### src/rtl/pinq_pkg.sv
package pinq_pkg;

    typedef enum logic [1:0] {
        MODE_SYNC  = 2'b00,
        MODE_RUN3  = 2'b01,
        MODE_RUN6  = 2'b10,
        MODE_ASYNC = 2'b11
    } qmode_e;

    typedef enum logic {
        FS_SETTLED = 1'b0,
        FS_PENDING = 1'b1
    } fstate_e;

    localparam int SHORT_RUN = 3;
    localparam int LONG_RUN  = 6;
    localparam int RUN_W     = $clog2(LONG_RUN + 1);

    function automatic logic is_filtered(input logic [1:0] m);
        return (m == MODE_RUN3) || (m == MODE_RUN6);
    endfunction

    function automatic logic [RUN_W-1:0] run_target(input logic [1:0] m);
        return (m == MODE_RUN6) ? RUN_W'(LONG_RUN) : RUN_W'(SHORT_RUN);
    endfunction

endpackage

### src/rtl/pinq_sync.sv
module pinq_sync #(
    parameter int STAGES = 2
) (
    input  logic clk,
    input  logic rst_n,
    input  logic clr,
    input  logic d,
    output logic q
);
    logic [STAGES-1:0] chain_q;

    generate
        if (STAGES == 1) begin : g_single
            always_ff @(posedge clk or negedge rst_n) begin
                if (!rst_n)   chain_q <= '0;
                else if (clr) chain_q <= '0;
                else          chain_q <= d;
            end
        end else begin : g_multi
            always_ff @(posedge clk or negedge rst_n) begin
                if (!rst_n)   chain_q <= '0;
                else if (clr) chain_q <= '0;
                else          chain_q <= {chain_q[STAGES-2:0], d};
            end
        end
    endgenerate

    assign q = chain_q[STAGES-1];
endmodule

### src/rtl/pinq_tick.sv
module pinq_tick #(
    parameter int PER_W = 8
) (
    input  logic             clk,
    input  logic             rst_n,
    input  logic             clr,
    input  logic [PER_W-1:0] period,
    output logic             tick
);
    localparam int CNT_W = PER_W + 1;

    logic [CNT_W-1:0] cnt_q, cnt_d, last_idx;

    always_comb begin
        if (period == '0) last_idx = '0;
        else              last_idx = {period, 1'b0} - CNT_W'(1);
        cnt_d = (cnt_q >= last_idx) ? '0 : cnt_q + CNT_W'(1);
    end

    always_ff @(posedge clk or negedge rst_n) begin
        if (!rst_n)   cnt_q <= '0;
        else if (clr) cnt_q <= '0;
        else          cnt_q <= cnt_d;
    end

    assign tick = (cnt_q == '0);
endmodule

### src/rtl/pinq_filter.sv
module pinq_filter
    import pinq_pkg::*;
(
    input  logic       clk,
    input  logic       rst_n,
    input  logic       clr,
    input  logic       tick,
    input  logic [1:0] mode,
    input  logic       sample,
    output logic       level
);
    fstate_e          state_q, state_d;
    logic [RUN_W-1:0] run_q, run_d, run_inc, target;
    logic             held_q, held_d;
    logic             advance;

    assign advance = tick && is_filtered(mode);
    assign target  = run_target(mode);
    assign run_inc = run_q + RUN_W'(1);

    // next-state process
    always_comb begin
        state_d = state_q;
        run_d   = run_q;
        held_d  = held_q;
        if (advance) begin
            unique case (state_q)
                FS_SETTLED: begin
                    if (sample != held_q) begin      // depart
                        state_d = FS_PENDING;
                        run_d   = RUN_W'(1);
                    end
                end
                FS_PENDING: begin
                    if (sample == held_q) begin      // abandon
                        state_d = FS_SETTLED;
                        run_d   = '0;
                    end else if (run_inc >= target) begin  // commit
                        state_d = FS_SETTLED;
                        run_d   = '0;
                        held_d  = sample;
                    end else begin
                        run_d = run_inc;
                    end
                end
                default: state_d = FS_SETTLED;
            endcase
        end
    end

    // state register process
    always_ff @(posedge clk or negedge rst_n) begin
        if (!rst_n) begin
            state_q <= FS_SETTLED;
            run_q   <= '0;
            held_q  <= 1'b0;
        end else if (clr) begin
            state_q <= FS_SETTLED;
            run_q   <= '0;
            held_q  <= 1'b0;
        end else begin
            state_q <= state_d;
            run_q   <= run_d;
            held_q  <= held_d;
        end
    end

    assign level = held_q;
endmodule

### src/rtl/pin_input_qualifier.sv
module pin_input_qualifier
    import pinq_pkg::*;
#(
    parameter int PER_W       = 8,
    parameter int SYNC_STAGES = 2
) (
    input  logic             clk,
    input  logic             rst_n,
    input  logic             pad_in,
    input  logic [1:0]       qual_mode,
    input  logic [PER_W-1:0] sample_period,
    input  logic             in_clk_en,
    input  logic             dir_out,
    output logic             qual_out
);
    logic gate_clr;
    logic sync_w;
    logic tick_w;
    logic filt_w;

    assign gate_clr = !in_clk_en && dir_out;

    pinq_sync #(.STAGES(SYNC_STAGES)) u_sync (
        .clk   (clk),
        .rst_n (rst_n),
        .clr   (gate_clr),
        .d     (pad_in),
        .q     (sync_w)
    );

    pinq_tick #(.PER_W(PER_W)) u_tick (
        .clk    (clk),
        .rst_n  (rst_n),
        .clr    (gate_clr),
        .period (sample_period),
        .tick   (tick_w)
    );

    pinq_filter u_filt (
        .clk    (clk),
        .rst_n  (rst_n),
        .clr    (gate_clr),
        .tick   (tick_w),
        .mode   (qual_mode),
        .sample (sync_w),
        .level  (filt_w)
    );

    // output process
    always_comb begin
        unique case (qual_mode)
            MODE_SYNC:  qual_out = sync_w;
            MODE_RUN3,
            MODE_RUN6:  qual_out = filt_w;
            MODE_ASYNC: qual_out = pad_in;
            default:    qual_out = sync_w;
        endcase
    end
endmodule

### config.mk
export PLATFORM = sky130hd
export DESIGN_NAME = pin_input_qualifier
export DESIGN_NICKNAME = d
export VERILOG_FILES = /design/src/rtl/pinq_pkg.sv /design/src/rtl/pinq_sync.sv /design/src/rtl/pinq_tick.sv /design/src/rtl/pinq_filter.sv /design/src/rtl/pin_input_qualifier.sv
export SDC_FILE = /design/constraint.sdc
export NUM_CORES = 1
export LEC_CHECK = 0
export BUFFER_PORTS_ARGS = -buffer_cell sky130_fd_sc_hd__buf_2
export CORE_MARGIN = 2
export CORE_UTILIZATION = 46
export CTS_CLUSTER_DIAMETER = 40
export CTS_CLUSTER_SIZE = 8
export DETAILED_ROUTE_END_ITERATION = 10
export PLACE_DENSITY = 0.65
export SLEW_MARGIN = 20
export SYNTH_ARGS = -nofsm -noshare
export SYNTH_HDL_FRONTEND = slang
export SYNTH_HIERARCHICAL = 1
export SYNTH_SLANG_ARGS = --single-unit
### constraint.sdc
create_clock -name clk -period 2.4 [get_ports clk]
set_input_delay 0.48 -clock clk [delete_from_list [all_inputs] [get_ports clk]]
set_output_delay 0.48 -clock clk [all_outputs]
set_load 0.005 [all_outputs]
# --- Yosys cells after proc, flatten, opt, wreduce, memory -nomap -nowiden ---
# Cells that the tools add are included.
classes:
  n_addsub: 3
  n_mul: 0
  muxes: 23
  order_cmp: 2
  n_bitwise: 1
  n_shift: 0
  n_eq_ne: 7
  div_mod_pow: 0
  reduce_logical: 13
ops:
  columns: ["op", "n"]
  rows:
  - ["$mux 9", 3]
  - ["$mux 3", 6]
  - ["$mux 1", 10]
  - ["$add 9x1->9 const B", 1]
  - ["$ge 9x9->1", 1]
  - ["$logic_not 9->1", 1]
  - ["$sub 9x1->9 const B", 1]
  - ["$logic_not 8->1", 1]
  - ["$pmux 3 s2", 1]
  - ["$reduce_bool 2->1", 3]
  - ["$eq 2x2->1 const B", 2]
  - ["$reduce_and 4->1", 1]
  - ["$add 3x1->3 const B", 1]
  - ["$ge 3x3->1", 1]
  - ["$ne 3x2->1 const B", 1]
  - ["$pmux 1 s3", 1]
  - ["$eq 2x1->1 const B", 1]
  - ["$logic_and 1x1->1", 2]
  - ["$logic_not 2->1", 1]
  - ["$mux 2", 1]
  - ["$ne 2x2->1 const B", 1]
  - ["$pmux 1 s2", 1]
  - ["$reduce_and 2->1", 1]
  - ["$reduce_or 2->1", 1]
  - ["other kinds (5)", 5]
word_totals:
  memories: 0
  latchBits: 0
  in_bits: 15
  romBits: 0
  out_inout_bits: 1
  ramBits: 0
  ff_bits: 16

# --- Logic depth before layout (Yosys ltp) ---
logic_depth:
  ltp_word: 8
  ltp_mapped: 12
  ltp_nobuf: 11

# --- Cells and area by module ---
# Netlist, hierarchy kept.
modules_own_cells:
  columns: ["mod", "area_per_inst_um2", "instances", "cells_each", "seq_area_each_um2"]
  rows:
  - ["pinq_tick", 874.6, 1, 94, 225.2]
  - ["pinq_filter", 356.6, 1, 38, 125.1]
  - ["pinq_sync", 62.6, 1, 4, 50.0]
  - ["pin_input_qualifier", 55.1, 1, 8, 0.0]

# --- Worst setup path after synthesis ---
# Ideal clock, no wire load.
synth_timing:
  path_type: "in2reg"
  startpoint: "input sample_period[0]"
  endpoint: "register u_tick.cnt_q[1]"
  path_slack_ns: 0.111
  path_buffers: 1
  required_ns: 2.320
  t_arrival_ns: 2.209
  stages: 11
  cell_sequence: "inv_1 -> ha_1 -> nand2b_1 -> nor4_1 -> xor2_1 -> nand2_1 -> ha_1 -> and4_1 -> a41o_1 -> buf_6 -> nor3b_2"
synth_via:
  elab_chain_cells: 5
  elab_cells_between_ends: 6
synth_rtl:
  columns: ["item", "line_no", "text"]
  rows:
  - ["start: declaration", "pin_input_qualifier.sv:11", "input logic [PER_W-1:0] sample_period,"]
  - ["$sub 9x1->9 / $logic_not 8->1 (equally long branches)", "pinq_tick.sv:16, pinq_tick.sv:15", null]
  - ["$mux 9 (*)", "pinq_tick.sv:15", "if (period == '0) last_idx = '0;"]
  - ["$ge 9x9->1 (*)", "pinq_tick.sv:17", "cnt_d = (cnt_q >= last_idx) ? '0 : cnt_q + CNT_W'(1);"]
  - ["$mux 9 (*)", "pinq_tick.sv:17", null]
  - ["$mux 9 (*)", "pinq_tick.sv:22", "else if (clr) cnt_q <= '0;"]
  - ["end signal: assignment", "pinq_tick.sv:23", "else cnt_q <= cnt_d;"]
  - ["end: declaration", "pinq_tick.sv:12", "logic [CNT_W-1:0] cnt_q, cnt_d, last_idx;"]
# Mark *: on every way between the ends. The rest lies on a longest branch, timed or not.
# A chain may end at the register's enable or synchronous reset.

# --- Worst setup path in the final report ---
layout_timing:
  startpoint: "input sample_period[0]"
  endpoint: "register u_tick.cnt_q[7]"
# Same word-level chain as after synthesis.

==> summary.md <==
| Metric | Value |
|---|---|
| Post-Synth Simple-Gate Area | `between 20 and 30%` |
| Core outline area | `2781 um2` |
| Design area | `roughly 1500 um2` |
| Final-report hold violation count | `0` |
| Die X | `about 58 um` |
| Power Density | `532.1 nW/um2` |
| Synth area leaders | `dfrtp_1 30%, ha_1 18%, nor3_2 5.9%, xnor2_1 5.8%, xor2_1 3.9%` |
| Pre-antenna DRT Iters | `4` |
| Syn Nets | `around 180` |
| Synthesized-area fraction occupied by adder cells | `17.63%` |
| Synth area leader | `dfrtp_1` |
| Asr flop ratio synth | `100.0%` |
| Yosys cell types | `38` |
| Critical Path RT | `between 2 and 3 ns` |
| Dpl hpwl | `1998 um` |
| GRT Total Usage | `15.92%` |
| Setup Skew | `between 0.005 and 0.006 ns` |
| Ys flop type | `dfrtp_1` |
| CP arrival | `2.43 ns` |
| Placed cell area | `approximately 1500 um2` |
| Post-Route Setup TNS | `0 ns` |
| Ys Warns | `6` |
| Max_slew headroom | `72.46%` |
| DR WL/cell | `roughly 12 um` |
| Yosys top cell area share | `between 20% and 30%` |
| Via/cell ratio | `5.400` |
| I/O pin count | `16` |
| Largest family of logic cells by synthesized area | `simple AND/OR/NAND/NOR gates` |
| Compound-gate portion of the synthesized area | `between 10% and 20%` |
| IO buf count | `15` |
| Nets | `204` |
| Routed Antenna Nets | `0` |
| CTS tree | `done` |
| # clock sinks | `16` |
| Max-cap violations | `0` |
| Fill cells | `271` |
| Layout area overhead | `14.47%` |
| Synth Register Bits | `16` |
| TritonCTS buffer count | `3` |
| Post-Synth XOR/XNOR Area | `9.740%` |
| Final wirelength | `2467 um` |
| Setup WS post-layout | `0.1311 ns` |
| Critical Path Source Type | `input pin` |
| Share of cells above drive strength 1 | `27.22%` |
| Post-Place Worst Slack | `-0.2140 ns` |
| Clk root buf | `clkbuf_4` |
| Fmax | `440.7 MHz` |
| Skew-Pair Late Insertion Delay | `0.28 ns` |
| First-pass GRT wire length | `4236 um` |
| Mapped Area | `1349 um2` |
| Mux cell area share after synthesis | `0%` |
| Total congestion overflow | `0` |
| Clock Pin Slew Worst Setup and Hold Paths | `0.10 ns` |
| Max-slew violations | `0` |
| Final worst-path cycle share | `a little over nine tenths` |
| Largest net degree at the start of global routing | `17` |
| GP Congestion | `0.8372` |
| Tightest Hold Check Type | `input pin to asynchronous set/reset pin` |
| WS Path Type | `input pin to flip-flop` |
| Static leakage | `0.7707 nW` |
| Post-synthesis average cell area | `around 9.4 um2` |
| Post-CTS Setup Inserts | `0` |
| Vias | `1080` |
| Starting Density | `48.49%` |
| Overall Power | `821.5 uW` |
| Die Ht | `around 58 um` |
| Initial antenna violation count | `0` |
| RSZ-0062 raised after global routing | `false` |
| Worst Path Max Fanout | `9` |
| Final core utilization | `55.51%` |
| Diode count | `0` |
| Slew @ Worst Pin | `0.4132 ns` |
| DRC | `0` |
| Final-report setup violation count | `0` |
| Clock buffer depth | `2` |
| Fin crit period | `2.269 ns` |
| CTS Hold Buffers Added | `0` |
| Die footprint | `3381 um2` |
| H-Tree Depth | `1` |
| Cells after synthesis | `144` |
| Core Rows | `19` |
| Status | `completed` |
| VDD IR-drop max | `0.3516 mV` |
| Sequential element share of the synthesized area | `29.68%` |
| Vias in the first global route | `1038` |
| EDFF count, synth | `0` |
| DR iter-0 viols | `31` |
| Crit end category | `flip-flop` |
==> worst paths after layout <==
| kind | start | to | slack (ns) | depth (start not counted) |
|---|---|---|---|---|
| max | sample_period[0] | u_tick/cnt_q[7] | 0.13 | 11 |
| max reg2reg | u_filt/run_q[0] | u_filt/level | 0.41 | 6 |
| max in group asynchronous | rst_n | u_sync/chain_q[0] | 2.03 | 1 |
| min reg2reg | u_sync/chain_q[0] | u_sync/chain_q[1] | 0.48 | 1 |
| min | rst_n | u_tick/cnt_q[5] | 0.1 | 1 |
| min in group clk | pad_in | u_sync/chain_q[0] | 0.45 | 2 |
==> logic make-up after synthesis <==
| group | count (synthesis) |
|---|---|
| flip-flops | 16 |
| adder cells (fa/ha/maj) | 19 |
| XOR/XNOR | 15 |
| AND/OR/NAND/NOR | 61 |
| buffers and inverters | 14 |
| AO/OA/AOI/OAI | 19 |
==> area by class of cell <==
cell class / instances / area [um2] / share of cell area (%)
inverters: 12 / 45.04 / 2.917
repair buffers: 23 / 135.1 / 8.752
clock buffers: 4 / 36.28 / 2.350
well taps: 31 / 38.79 / 2.512
flip-flops and latches: 16 / 400.4 / 25.93
multi-input cells: 114 / 888.4 / 57.54
==> metal layers <==
| layer | GRT usage (%) | wire, um | vias to the layer above |
|---|---|---|---|
| met3 | 4.241 | 78 | 0 |
| met5 | 0 | 0 | - |
| li1 | - | - | 555 |
| met1 | 18.75 | 1124 | 513 |
| met2 | 29.55 | 1264 | 12 |
| met4 | 1.993 | 0 | 0 |
==> placed cells by master, fill, tap and decap left out, types with 2 or more instances in the layout <==
cell type,netlist,layout
inv_1,12,12
nor2b_1,4,4
o21ai_0,4,4
nand2_1,12,12
o21ai_1,2,2
nor3_1,3,3
xnor2_1,9,9
nand3_1,4,4
buf_2,1,15
and4_1,2,2
nand2b_1,3,3
nor3_2,8,8
buf_4,0,8
nor4_1,2,2
dfrtp_1,16,16
xor2_1,6,6
ha_1,19,19
a21oi_1,4,4
clkbuf_4,0,3
nor2_1,13,13
==> power breakdown <==
| part | internal, mW | switching, mW |
|---|---|---|
| Combinational | 0.141 | 0.138 |
| Clock | 0.0923 | 0.0868 |
| Sequential | 0.307 | 0.0559 |
==> metrics by stage <==
step	std cells	hold WS [ns]
CTS	200	0.1020
floorplan	144	0.1844
global placement	196	0.4152
detailed placement	196	0.4267
finish	200	0.09513
global route	200	0.1103
==> Yosys cell counts, types with 2 or more instances <==
cell type and count:
ha_1 19, dfrtp_1 16, nor2_1 13, inv_1 12, nand2_1 12, xnor2_1 9
nor3_2 8, xor2_1 6, a21oi_1 4, nand3_1 4, nor2b_1 4, o21ai_0 4
nand2b_1 3, nor3_1 3, and4_1 2, nor4_1 2, o21ai_1 2
==> sequential cells by signal, indices dropped and copies added, names as in the netlist <==
name,count
u_filt/state_q,1
u_filt/level,1
u_sync/chain_q,2
u_tick/cnt_q,9
u_filt/run_q,3
==> critical path, stage by stage <==
cell,delay (ns)
buf_2,0.10
inv_1,0.07
ha_1,0.17
nand2b_1,0.08
nor4_1,0.25
xor2_1,0.18
nand2_1,0.07
ha_1,0.29
and4_1,0.22
o211a_1,0.42
nor3_2,0.09
==> timing repair <==
action | in CTS | in global routing
endpoints found under the hold margin | 0 | 0
endpoints found under the setup margin | 0 | 9
gates resized for setup | 0 | 1
(Power assumes the default switching activity.)
